`src/rtl/vic_pkg.sv`:
```
// Package: shared register map and constants for the nested vectored
// interrupt controller. Assumes a 2-bit register address space.
package vic_pkg;
    typedef enum logic [1:0] {
        ADDR_PEND = 2'd0,
        ADDR_MASK = 2'd1,
        ADDR_INSV = 2'd2,
        ADDR_VECT = 2'd3
    } vic_addr_e;

    localparam int ACK_BIT = 0;
    localparam int DATA_W  = 32;
endpackage

```
`src/rtl/vic_prio_pick.sv`:
```
// Module: fixed-priority picker. Returns the lowest set index of req.
// Assumes index 0 is the most urgent; idx is 0 when vld is low.
module vic_prio_pick #(
    parameter int N     = 32,
    localparam int IDX_W = $clog2(N)
) (
    input  logic [N-1:0]     req,
    output logic             vld,
    output logic [IDX_W-1:0] idx
);
    // Scan from the least urgent end so the most urgent hit is kept last.
    always_comb begin
        idx = '0;
        for (int i = N - 1; i >= 0; i--) begin
            if (req[i]) idx = IDX_W'(i);
        end
        vld = |req;
    end
endmodule

```
`src/rtl/vic_src_bank.sv`:
```
// Module: per-source pending and in-service storage. Builds one slice per
// source; reserved positions are built as constant zero.
// Assumes claim_vld pulses for one cycle per acknowledge.
module vic_src_bank #(
    parameter int          N         = 32,
    parameter logic [N-1:0] RSVD_MASK = '0,
    localparam int         IDX_W     = $clog2(N)
) (
    input  logic             clk,
    input  logic             rst_n,
    input  logic [N-1:0]     evt,
    input  logic             claim_vld,
    input  logic [IDX_W-1:0] claim_idx,
    input  logic             clr_we,
    input  logic [N-1:0]     clr_bits,
    output logic [N-1:0]     pend,
    output logic [N-1:0]     insv
);
    for (genvar i = 0; i < N; i++) begin : g_src
        if (RSVD_MASK[i]) begin : g_rsvd
            assign pend[i] = 1'b0;
            assign insv[i] = 1'b0;
        end else begin : g_live
            logic hit;
            assign hit = claim_vld && (claim_idx == IDX_W'(i));

            // Pending: events set it (and win over a same-edge claim).
            always_ff @(posedge clk) begin
                if (!rst_n)      pend[i] <= 1'b0;
                else if (evt[i]) pend[i] <= 1'b1;
                else if (hit)    pend[i] <= 1'b0;
            end

            // In-service: set by a claim, cleared by a write of one.
            always_ff @(posedge clk) begin
                if (!rst_n)                    insv[i] <= 1'b0;
                else if (hit)                  insv[i] <= 1'b1;
                else if (clr_we && clr_bits[i]) insv[i] <= 1'b0;
            end
        end
    end
endmodule

```
`src/rtl/vic_nest_ctrl.sv`:
```
// Module: top of the nested vectored interrupt controller. Decodes the
// register port, holds the mask and vector, gates eligibility by the
// in-service threshold and drives the request line.
// Assumes N_SRC <= 32 and that reserved positions include the index whose
// vector would be 0, so that vector 0 means only the error case.
module vic_nest_ctrl
    import vic_pkg::*;
#(
    parameter int               N_SRC     = 32,
    parameter logic [N_SRC-1:0] RSVD_MASK = 32'h8044_0008,
    localparam int              IDX_W     = $clog2(N_SRC)
) (
    input  logic              clk,
    input  logic              rst_n,
    input  logic [N_SRC-1:0]  src_evt,
    input  logic              reg_we,
    input  logic [1:0]        reg_addr,
    input  logic [DATA_W-1:0] reg_wdata,
    output logic [DATA_W-1:0] reg_rdata,
    output logic              irq_req
);
    logic [N_SRC-1:0] pend_q, isr_q, mask_q;
    logic [N_SRC-1:0] isr_lo, allow, elig;
    logic [IDX_W-1:0] vec_q, pick_idx;
    logic             pick_vld, ack, isr_wr;

    // Register-port decode of the acknowledge and in-service clear.
    always_comb begin
        ack    = reg_we && (reg_addr == ADDR_VECT) && reg_wdata[ACK_BIT];
        isr_wr = reg_we && (reg_addr == ADDR_INSV);
    end

    // Threshold: only indices below the lowest in-service bit may compete.
    always_comb begin
        isr_lo = isr_q & (~isr_q + N_SRC'(1));
        allow  = isr_lo - N_SRC'(1);
        elig   = pend_q & mask_q & allow;
    end

    vic_prio_pick #(.N(N_SRC)) u_pick (
        .req (elig),
        .vld (pick_vld),
        .idx (pick_idx)
    );

    vic_src_bank #(.N(N_SRC), .RSVD_MASK(RSVD_MASK)) u_bank (
        .clk       (clk),
        .rst_n     (rst_n),
        .evt       (src_evt),
        .claim_vld (ack && pick_vld),
        .claim_idx (pick_idx),
        .clr_we    (isr_wr),
        .clr_bits  (reg_wdata[N_SRC-1:0]),
        .pend      (pend_q),
        .insv      (isr_q)
    );

    // Mask register: software enables, reserved positions held at zero.
    always_ff @(posedge clk) begin
        if (!rst_n)                               mask_q <= '0;
        else if (reg_we && reg_addr == ADDR_MASK) mask_q <= reg_wdata[N_SRC-1:0] & ~RSVD_MASK;
    end

    // Vector field: source vector on a successful claim, error vector else.
    always_ff @(posedge clk) begin
        if (!rst_n)        vec_q <= '0;
        else if (ack)      vec_q <= pick_vld ? (IDX_W'(N_SRC - 1) - pick_idx) : '0;
    end

    // Request line: any eligible source.
    assign irq_req = pick_vld;

    // Read mux for the register port.
    always_comb begin
        unique case (reg_addr)
            ADDR_PEND: reg_rdata = DATA_W'(pend_q);
            ADDR_MASK: reg_rdata = DATA_W'(mask_q);
            ADDR_INSV: reg_rdata = DATA_W'(isr_q);
            default:   reg_rdata = DATA_W'({vec_q, 1'b0});
        endcase
    end
endmodule

```
`config.mk`:
```
export PLATFORM = sky130hd
export DESIGN_NAME = vic_nest_ctrl
export DESIGN_NICKNAME = d
export VERILOG_FILES = /design/src/rtl/vic_pkg.sv /design/src/rtl/vic_prio_pick.sv /design/src/rtl/vic_src_bank.sv /design/src/rtl/vic_nest_ctrl.sv
export SDC_FILE = /design/constraint.sdc
export NUM_CORES = 1
export LEC_CHECK = 0
export ABC_AREA = 1
export BUFFER_PORTS_ARGS = -buffer_cell sky130_fd_sc_hd__buf_2
export CAP_MARGIN = 20
export CORE_MARGIN = 2
export CORE_UTILIZATION = 60
export DETAILED_ROUTE_END_ITERATION = 8
export GPL_TIMING_DRIVEN = 0
export PLACE_DENSITY = 0.86
export RECOVER_POWER = 100
export SLEW_MARGIN = 15
export SYNTH_ARGS = -nofsm -noshare
export SYNTH_HDL_FRONTEND = slang
export SYNTH_SLANG_ARGS = --single-unit
```
`constraint.sdc`:
```
create_clock -name clk -period 6.3 [get_ports clk]
set_input_delay 0.945 -clock clk [delete_from_list [all_inputs] [get_ports clk]]
set_output_delay 0.945 -clock clk [all_outputs]
set_load 0.1 [all_outputs]
```
Word-level counts from Yosys, hierarchy flattened
Index checks and enable logic that the tools add are counted.
{"block": "word_totals", "reg_bits": 89, "latch_bits": 0, "mem_bits_rw": 0, "mem_bits_ro": 0, "inputBits": 69, "elab_cells": 361, "memories": 0}
{"block": "op_classes", "addsub": 3, "multipliers": 0, "n_div": 0, "order_cmp": 0, "eq_ne": 30, "shift": 0, "mux": 146, "bitwise": 4, "reduce_logical": 120}
{"cell": "$mux W5", "count": 33}
{"cell": "$mux W1", "count": 112}
{"cell": "$reduce_bool A2 Y1", "count": 56}
{"cell": "$pmux W31 S3", "count": 1}
{"cell": "$eq A5 B5 Y1 const B", "count": 13}
{"cell": "$and A31 B32 Y32", "count": 2}
{"cell": "$logic_and A1 B1 Y1", "count": 61}
{"cell": "$eq A5 B4 Y1 const B", "count": 8}
{"cell": "$add A32 B1 Y32 const B", "count": 1}
{"cell": "$not A31 Y32", "count": 1}
{"cell": "$reduce_or A32 Y1", "count": 1}
{"cell": "$sub A32 B1 Y32 const B", "count": 1}
{"cell": "$and A31 B31 Y31", "count": 1}
{"cell": "$eq A5 B3 Y1 const B", "count": 4}
{"cell": "$eq A5 B1 Y1 const B", "count": 1}
{"cell": "$eq A5 B2 Y1 const B", "count": 1}
{"cell": "$logic_not A5 Y1", "count": 1}
{"cell": "$sub A5 B5 Y5 const A", "count": 1}
{"cell": "$eq A2 B2 Y1 const B", "count": 2}
{"cell": "$eq A2 B1 Y1 const B", "count": 1}
{"cell": "$logic_not A2 Y1", "count": 1}

Depth between registers and ports, before layout
Gate-level depths: netlist of the first run.
{"block": "logic_depth", "depth_word": 41, "mapped_depth": 40, "ltp_nobuf": 40}

Hierarchy
From an unflattened synthesis of the first run, not the netlist that was laid out.
{"block": "unflattened", "cells_unflattened": 855, "hier_area_um2": 5386.4}
{"module": "vic_nest_ctrl", "instances": 1, "cells_each": 462, "area_each_um2": 2730.1, "seq_area_each_um2": 660.6}
{"module": "vic_src_bank", "instances": 1, "cells_each": 286, "area_each_um2": 2185.8, "seq_area_each_um2": 1121.1}
{"module": "vic_prio_pick", "instances": 1, "cells_each": 107, "area_each_um2": 470.5, "seq_area_each_um2": 0.0}

Worst setup path after synthesis of the first run
Ideal clock, no wire load.
{"block": "synth_timing", "path_kind": "input -> output", "from": "input reg_addr[1]", "to": "output reg_rdata[0]", "arrival_time_ns": 3.069, "required_time_ns": 5.355, "slack_ns": 2.286, "cell_stages": 5, "path_cell_list": "inv_1 nor2_1 inv_2 clkbuf_1 o221ai_1"}
{"block": "synth_via", "elab_chain_cells": 2, "word_cells_on_any_way": 4, "classes_between": "eq/ne: 2; mux: 1; reduce/logical: 1"}
{"item": "from (decl)", "line_no": "vic_nest_ctrl.sv:17", "source": "input logic [1:0] reg_addr,"}
{"item": "$eq A2 B2 Y1, or another cell as far along", "line_no": "vic_nest_ctrl.sv:75", "source": "unique case (reg_addr)"}
{"item": "$pmux W31 S3 (*)", "line_no": "vic_nest_ctrl.sv:75"}
{"item": "to (decl)", "line_no": "vic_nest_ctrl.sv:19", "source": "output logic [DATA_W-1:0] reg_rdata,"}
Every way passes the cells marked *; elsewhere a longest branch is shown, timed or not.

Worst setup path in the final report of the first run
{"block": "layout_timing", "from": "register u_bank.insv[1]", "to": "output irq_req"}
{"block": "layout_via", "elab_chain_cells": 6}
{"item": "from (decl)", "line_no": "vic_src_bank.sv:17", "source": "output logic [N-1:0] insv"}
{"item": "from (signal, indexed assignment)", "line_no": "vic_src_bank.sv:36", "source": "if (!rst_n) insv[i] <= 1'b0;"}
{"item": "from (signal, indexed assignment)", "line_no": "vic_src_bank.sv:37", "source": "else if (hit) insv[i] <= 1'b1;"}
{"item": "from (signal, indexed assignment)", "line_no": "vic_src_bank.sv:38", "source": "else if (clr_we && clr_bits[i]) insv[i] <= 1'b0;"}
{"item": "$not A31 Y32", "line_no": "vic_nest_ctrl.sv:35", "source": "isr_lo = isr_q & (~isr_q + N_SRC'(1));"}
{"item": "$add A32 B1 Y32", "line_no": "vic_nest_ctrl.sv:35"}
{"item": "$and A31 B32 Y32 (*)", "line_no": "vic_nest_ctrl.sv:35"}
{"item": "$sub A32 B1 Y32 (*)", "line_no": "vic_nest_ctrl.sv:36", "source": "allow = isr_lo - N_SRC'(1);"}
{"item": "$and A31 B32 Y32 (*)", "line_no": "vic_nest_ctrl.sv:37", "source": "elig = pend_q & mask_q & allow;"}
{"item": "$reduce_or A32 Y1 (*)", "line_no": "vic_prio_pick.sv:17", "source": "vld = |req;"}
{"item": "to (decl)", "line_no": "vic_nest_ctrl.sv:20", "source": "output logic irq_req"}
Marked as above.

==> results of run 1 <==
## worst min-delay path by stage
stage / from / to / slack (ns) / cells after the start
floorplan: mask_q[24] / mask_q[24] / 0.44 / 2
global placement: mask_q[30] / mask_q[30] / 0.45 / 2
detailed placement: vec_q[4] / vec_q[4] / 0.46 / 2
CTS: vec_q[4] / vec_q[4] / 0.47 / 2
global route: vec_q[0] / vec_q[0] / 0.49 / 2
finish: vec_q[4] / vec_q[4] / 0.48 / 2
## per-stage QoR
stage          utilization  hold WS, ns
4_1_cts              0.725        0.470
2_1_floorplan            -        0.440
3_3_place_gp         0.699        0.453
5_1_grt              0.712        0.491
3_5_place_dp         0.699        0.456
6_report             0.712        0.478
## worst min-delay path, cell delays in order (launching register included)
cell and delay, ns:
dfxtp_1 0.32, nand2_1 0.06, a21oi_1 0.06
## cell families after synthesis
family          count (synthesis)
simple gates                  389
compound gates                172
buf+inv                       143
flops                          89
xor+xnor                        1
fa+ha+maj                       1
other cells                     1
## flip-flops by register name (all words and copies together) (netlist names)
register,flops
mask_q,28
u_bank.pend,28
vec_q,5
u_bank.insv,28
## layer usage
layer	global-route usage	up-vias	routed length [µm]	part of all wire
li1	-	2859	-	-
met5	0	-	0	0
met4	0.195	0	804	0.041
met3	0.114	82	2620	0.13
met1	0.527	2852	7530	0.38
met2	0.636	468	8650	0.44
## area by class of cell
| type | count | area [µm²] |
|---|---|---|
| sequential | 89 | 1780 |
| multi-input combinational | 566 | 2810 |
| tap | 105 | 131 |
| fill | 767 | 2390 |
| clock inverter | 5 | 62.6 |
| inverter | 110 | 415 |
| clock buffer | 11 | 151 |
| timing repair buffer | 90 | 412 |
| buffer | 33 | 146 |
## cell usage after synthesis, drive strengths merged
master,n
dfxtp,89
nor4,3
ha,1
nand4,36
o2111ai,1
nor2,99
a21oi,100
o211ai,2
xor2,1
inv,109
o21ai,36
o221ai,22
clkbuf,28
and3,3
o21bai,7
nand3,65
and2,1
a31oi,1
clkinv,1
conb,1
nand2,173
nor3,8
buf,5
or2,1
o22ai,3
## power breakdown
part | leakage, nW | total, mW | switching [mW] | internal, mW
combinational | 1.74 | 0.363 | 0.279 | 0.0838
sequential | 0.730 | 0.604 | 0.0176 | 0.587
clock | 0.102 | 0.433 | 0.225 | 0.207
total | 2.58 | 1.40 | 0.522 | 0.878
==> results.txt, run 1 <==
status -> finished, final reports clean
Final ANT Viol Nets -> 0
chip height -> 97.2 µm
Synth area leaders -> dfxtp_1, nand2_1, a21oi_1
dpl cell area -> 5800 µm²
fin cells -> 1009
kind of cell adding the most delay to the critical path -> simple AND/OR/NAND/NOR gates
Post-Synth Simple-Gate Area -> 0.354
commonest cells after routing, fill and taps aside -> nand2_1, inv_1, a21oi_1
via count -> 6261
layout cells sized above 1 -> 0.116
Ant. Diodes -> 0
drt first pass iters -> 6
Most common cell on crit path -> nand2_1
CTS Root Cell -> clkbuf_8
reg-to-reg startpoint -> u_bank.insv[1]
CP Cell Sequence -> nor2_1 -> ha_1 -> inv_1 -> a21oi_1 -> nand2_1 -> nor2_1 -> nand2_1 -> nor2_4 -> nand4_1 -> nand2_1 -> and3_1 -> o21ai_0 -> and3_1 -> and2_1 -> inv_1 -> clkbuf_1
Critical R2R Capture -> u_bank.pend[15]
crit path launch type -> flip-flop
CP max-delay cell -> clkbuf_1
post-synthesis sequential area ratio -> 0.342
Syn Inst Count -> 796
Area Growth Syn to Fin -> 13.4%
vias in the first global route -> 5928
CTS Hold Bufs -> 0
RePlAce Congestion -> 1.02
largest fanout on the critical path -> 4
number of cells after detailed placement -> 993
average cell area after synthesis -> 6.55 µm²
number of library cell types mapped by synthesis -> 41
Nets -> 969
largest net degree at the start of global routing -> 16
cells on worst reg2reg path -> 26
Synth Area in Compound Gates -> 0.191
adder-cell share of the synthesized area -> 0.00240
portion of netlist area occupied by mux cells -> 0
fin area -> 5910 µm²
clock sink total -> 89
Rel. slew slack -> 0.210
Place WS -> 2.23 ns
initial antenna violation count -> 0
Core Rows -> 33
Power Total -> 1.40 mW
max cap viols -> 0
I/O pin total -> 102
crit end category -> primary output
H-tree depth -> 3
most common cell after layout, fill and taps aside -> nand2_1
final setup fails -> 0
Synth top area share -> 0.342
DR vias/cell -> 6.21
RSZ-0062 raised after global routing -> no
slack of the worst reg-to-reg path -> 1.22 ns
CTS resizes -> 0
Final Hold Viols -> 0
Initial DRC Count -> 627
WS Path Type -> reg2out
CTS buffer count -> 9
Die Width -> 97.2 µm
CTS tree -> done
grt ovf -> 0
Yosys warnings -> 0
Yosys reg bits -> 89
Clock Skews -> 0.00516 ns
Final Max Tran Viols -> 0
mapped cell area -> 5210 µm²
CP Launch Point -> u_bank.insv[1]
P_leak -> 2.58 nW
Setup crit end -> irq_req
maximum clock insertion buffer count -> 2
Clock Latency Late Sink -> 0.37 ns
Tmin final -> 5.24 ns
Max stage delay on crit path -> 0.85 ns
Residual DRC -> 0
Worst Hold Class -> reg2reg
fmax -> 0.191 GHz
Crit. path cell count -> 16
Global Route Usage Sum -> 0.410
CP arrival -> 4.29 ns
maximum VDD drop -> 154 µV
XOR/XNOR share of the synthesized area -> 0.00168
largest family of logic cells by synthesized area -> simple AND/OR/NAND/NOR gates
fin crit share -> 0.832
Worst Path Required -> 5.35 ns
Routed WL -> 19600 µm
first-pass GRT wire length -> 30500 µm
clk slew on worst S/H paths -> 0.09 ns
Power Dens Cells -> 237 nW/µm²
worst slew pin tran -> 1.19 ns
postcts setup bufs -> 0
area of the core -> 8300 µm²
most area-hungry cell type in the Yosys netlist -> dfxtp_1
setup TNS -> 0 ns
Initial Utilization -> 0.628
PortBufs -> 90
die area -> 9440 µm²
DP Wirelength -> 14600 µm
setup ws final -> 1.06 ns
WP buf/inv -> 3
routed len/inst -> 19.4 µm
(Power assumes the default switching activity.)
==> inputs of run 2 (changes only) <==
CORE_UTILIZATION = 56   (was 60)
PLACE_DENSITY = 0.81   (was 0.86)
clock period = 5.1 ns   (was 6.3 ns; I/O delays follow)
==> run 2 against run 1 <==
  * Die area grew 6.8%
  * Cell count grew 0.59%
  * Via count shrank 3.1%
  * Register-to-register slack lost 0.52 ns
  * Clock skew grew 0.0076 ns
  * Largest power group unchanged
==> results.txt, run 2 (same netlist as run 1, synthesis figures left out) <==
Clock Latency Late Sink -> 0.37 ns (about the same)
fin crit share -> 0.866
CTS Root Cell -> clkbuf_8
final setup fails -> 0 (unchanged)
grt ovf -> 0 (unchanged)
clock sink total -> 89 (unchanged)
I/O pin total -> 102 (unchanged)
drt first pass iters -> 6 (unchanged)
Global Route Usage Sum -> 0.378 (-0.0312)
Initial DRC Count -> 527 (-16%)
routed len/inst -> 18.7 µm (-3.9%)
Tmin final -> 4.42 ns
DR vias/cell -> 5.98 (-3.6%)
Power Dens Cells -> 294 nW/µm² (+24%)
Area Growth Syn to Fin -> 14.3%
first-pass GRT wire length -> 29000 µm (-4.8%)
Clock Skews -> 0.0127 ns (+0.00756 ns)
crit end category -> primary output
maximum clock insertion buffer count -> 2 (unchanged)
Multi-input gate area -> 2840 µm² (+1.2%)
slack of the worst reg-to-reg path -> 0.70 ns (-0.52 ns)
global route hottest layer -> met2
Regs by FF count -> mask_q (28), u_bank.insv (28), u_bank.pend (28)
clk slew on worst S/H paths -> 0.10 ns (about the same)
setup TNS -> 0 ns (unchanged)
Power Total -> 1.75 mW (+25%)
postcts setup bufs -> 0 (unchanged)
Setup crit end -> irq_req
CTS Hold Bufs -> 0 (unchanged)
CTS resizes -> 0 (unchanged)
fmax -> 0.226 GHz
H-tree depth -> 3 (unchanged)
reg-to-reg startpoint -> u_bank.insv[1]
RSZ-0062 raised after global routing -> no
PortBufs -> 90 (unchanged)
met3 Use GR -> 0.0791 (-0.0346)
Worst Path Required -> 4.34 ns (-1.01 ns)
met1 Track Usage GR -> 0.530 (+0.00315)
WS Path Type -> reg2out
met2 Use GR -> 0.576 (-0.0595)
Initial Utilization -> 0.569 (-0.0585)
commonest cells after routing, fill and taps aside -> nand2_1, inv_1, a21oi_1
area of the core -> 9150 µm² (+10%)
maximum VDD drop -> 221 µV (+44%)
chip height -> 100 µm (+3.4%)
largest fanout on the critical path -> 4 (unchanged)
most common cell after layout, fill and taps aside -> nand2_1
Rel. slew slack -> 0.210 (+0.000720)
max cap viols -> 0 (unchanged)
Final Hold Viols -> 0 (unchanged)
Ant. Diodes -> 0 (unchanged)
status -> finished, final reports clean
layout cells sized above 1 -> 0.123 (+0.00664)
largest net degree at the start of global routing -> 16 (unchanged)
Critical R2R Capture -> u_bank.pend[11]
Final ANT Viol Nets -> 0 (unchanged)
Nets -> 969 (unchanged)
die area -> 10100 µm² (+6.8%)
P_leak -> 2.61 nW (+1.3%)
Core Rows -> 35 (+6.1%)
RePlAce Congestion -> 1.01 (-0.99%)
Routed WL -> 19000 µm (-3.3%)
DP Wirelength -> 14200 µm (-2.3%)
Final Max Tran Viols -> 0 (unchanged)
via count -> 6069 (-3.1%)
vias in the first global route -> 5514 (-7.0%)
CTS tree -> done
cells on worst reg2reg path -> 35 (+35%)
register area -> 1780 µm² (unchanged)
worst slew pin tran -> 1.19 ns (-0.00108 ns)
Residual DRC -> 0 (unchanged)
Worst Hold Class -> reg2reg
crit path launch type -> flip-flop
Filler Cell Count -> 894 (+17%)
Die Width -> 100 µm (+3.4%)
initial antenna violation count -> 0 (unchanged)
CTS buffer count -> 9 (unchanged)
CP arrival -> 3.65 ns (-0.64 ns)
CP Launch Point -> u_bank.insv[1]
==> run 2: changes by cell type in the layout (fill, tap and decap cells not counted), sizes merged <==
cell      previous run  this run
buf                 63        64
bufinv               1         2
clkbuf              71        69
clkinvlp             2         1
inv                110       111
==> run 2: layout make-up <==
cell class / instances / area share
Buffer: 33 / 0.0252
Clock buffer: 10 / 0.0214
Clock inverter: 6 / 0.0151
Inverter: 110 / 0.0698
Multi-Input combinational cell: 566 / 0.477
Sequential cell: 89 / 0.299
Tap cell: 111 / 0.0233
Timing Repair Buffer: 90 / 0.0693
==> run 2: per-stage QoR <==
stage / area (µm²) / instances / hold WS (ns) / setup slack, ns / utilization
floorplan: 5220 / 798 / 0.440 / 1.45 / -
global placement: 5810 / 999 / 0.453 / 1.23 / 0.634
detailed placement: 5810 / 999 / 0.460 / 1.18 / 0.634
CTS: 6020 / 1015 / 0.475 / 1.15 / 0.658
global route: 5950 / 1015 / 0.502 / 0.387 / 0.651
finish: 5950 / 1015 / 0.477 / 0.682 / 0.651
==> run 2: critical path: stages (launching register included) <==
cell and delay [ns]:
dfxtp_1 0.33, nor2_1 0.42, ha_1 0.29, inv_1 0.09
a21oi_2 0.15, nand2_1 0.11, nor2_2 0.13, nand2_1 0.17
nor2_4 0.16, nand4_1 0.17, nand3_1 0.17, o21ai_0 0.10
inv_1 0.10, nand2_1 0.08, nor3_1 0.17, and2_0 0.22
inv_1 0.06, clkbuf_2 0.36
==> run 2: worst min path at each step <==
| stage | startpoint | to | cells past startpoint |
|---|---|---|---|
| final | mask_q[30] | mask_q[30] | 2 |
| after CTS | mask_q[30] | mask_q[30] | 2 |
| after floorplan | mask_q[24] | mask_q[24] | 2 |
| after detailed placement | mask_q[30] | mask_q[30] | 2 |
| after global placement | mask_q[30] | mask_q[30] | 2 |
| after global routing | vec_q[0] | vec_q[0] | 2 |
==> run 2: metal layers <==
layer  vias up  wire, µm
met3        57      2330
met4         0       697
met5         -         0
met2       418      8100
li1       2856         -
met1      2738      7830
==> run 2: power by group <==
part	leakage [nW]	switching (mW)	internal [mW]	total, mW
clock	0.107	0.280	0.279	0.559
combinational	1.77	0.338	0.108	0.446
sequential	0.730	0.0228	0.725	0.747
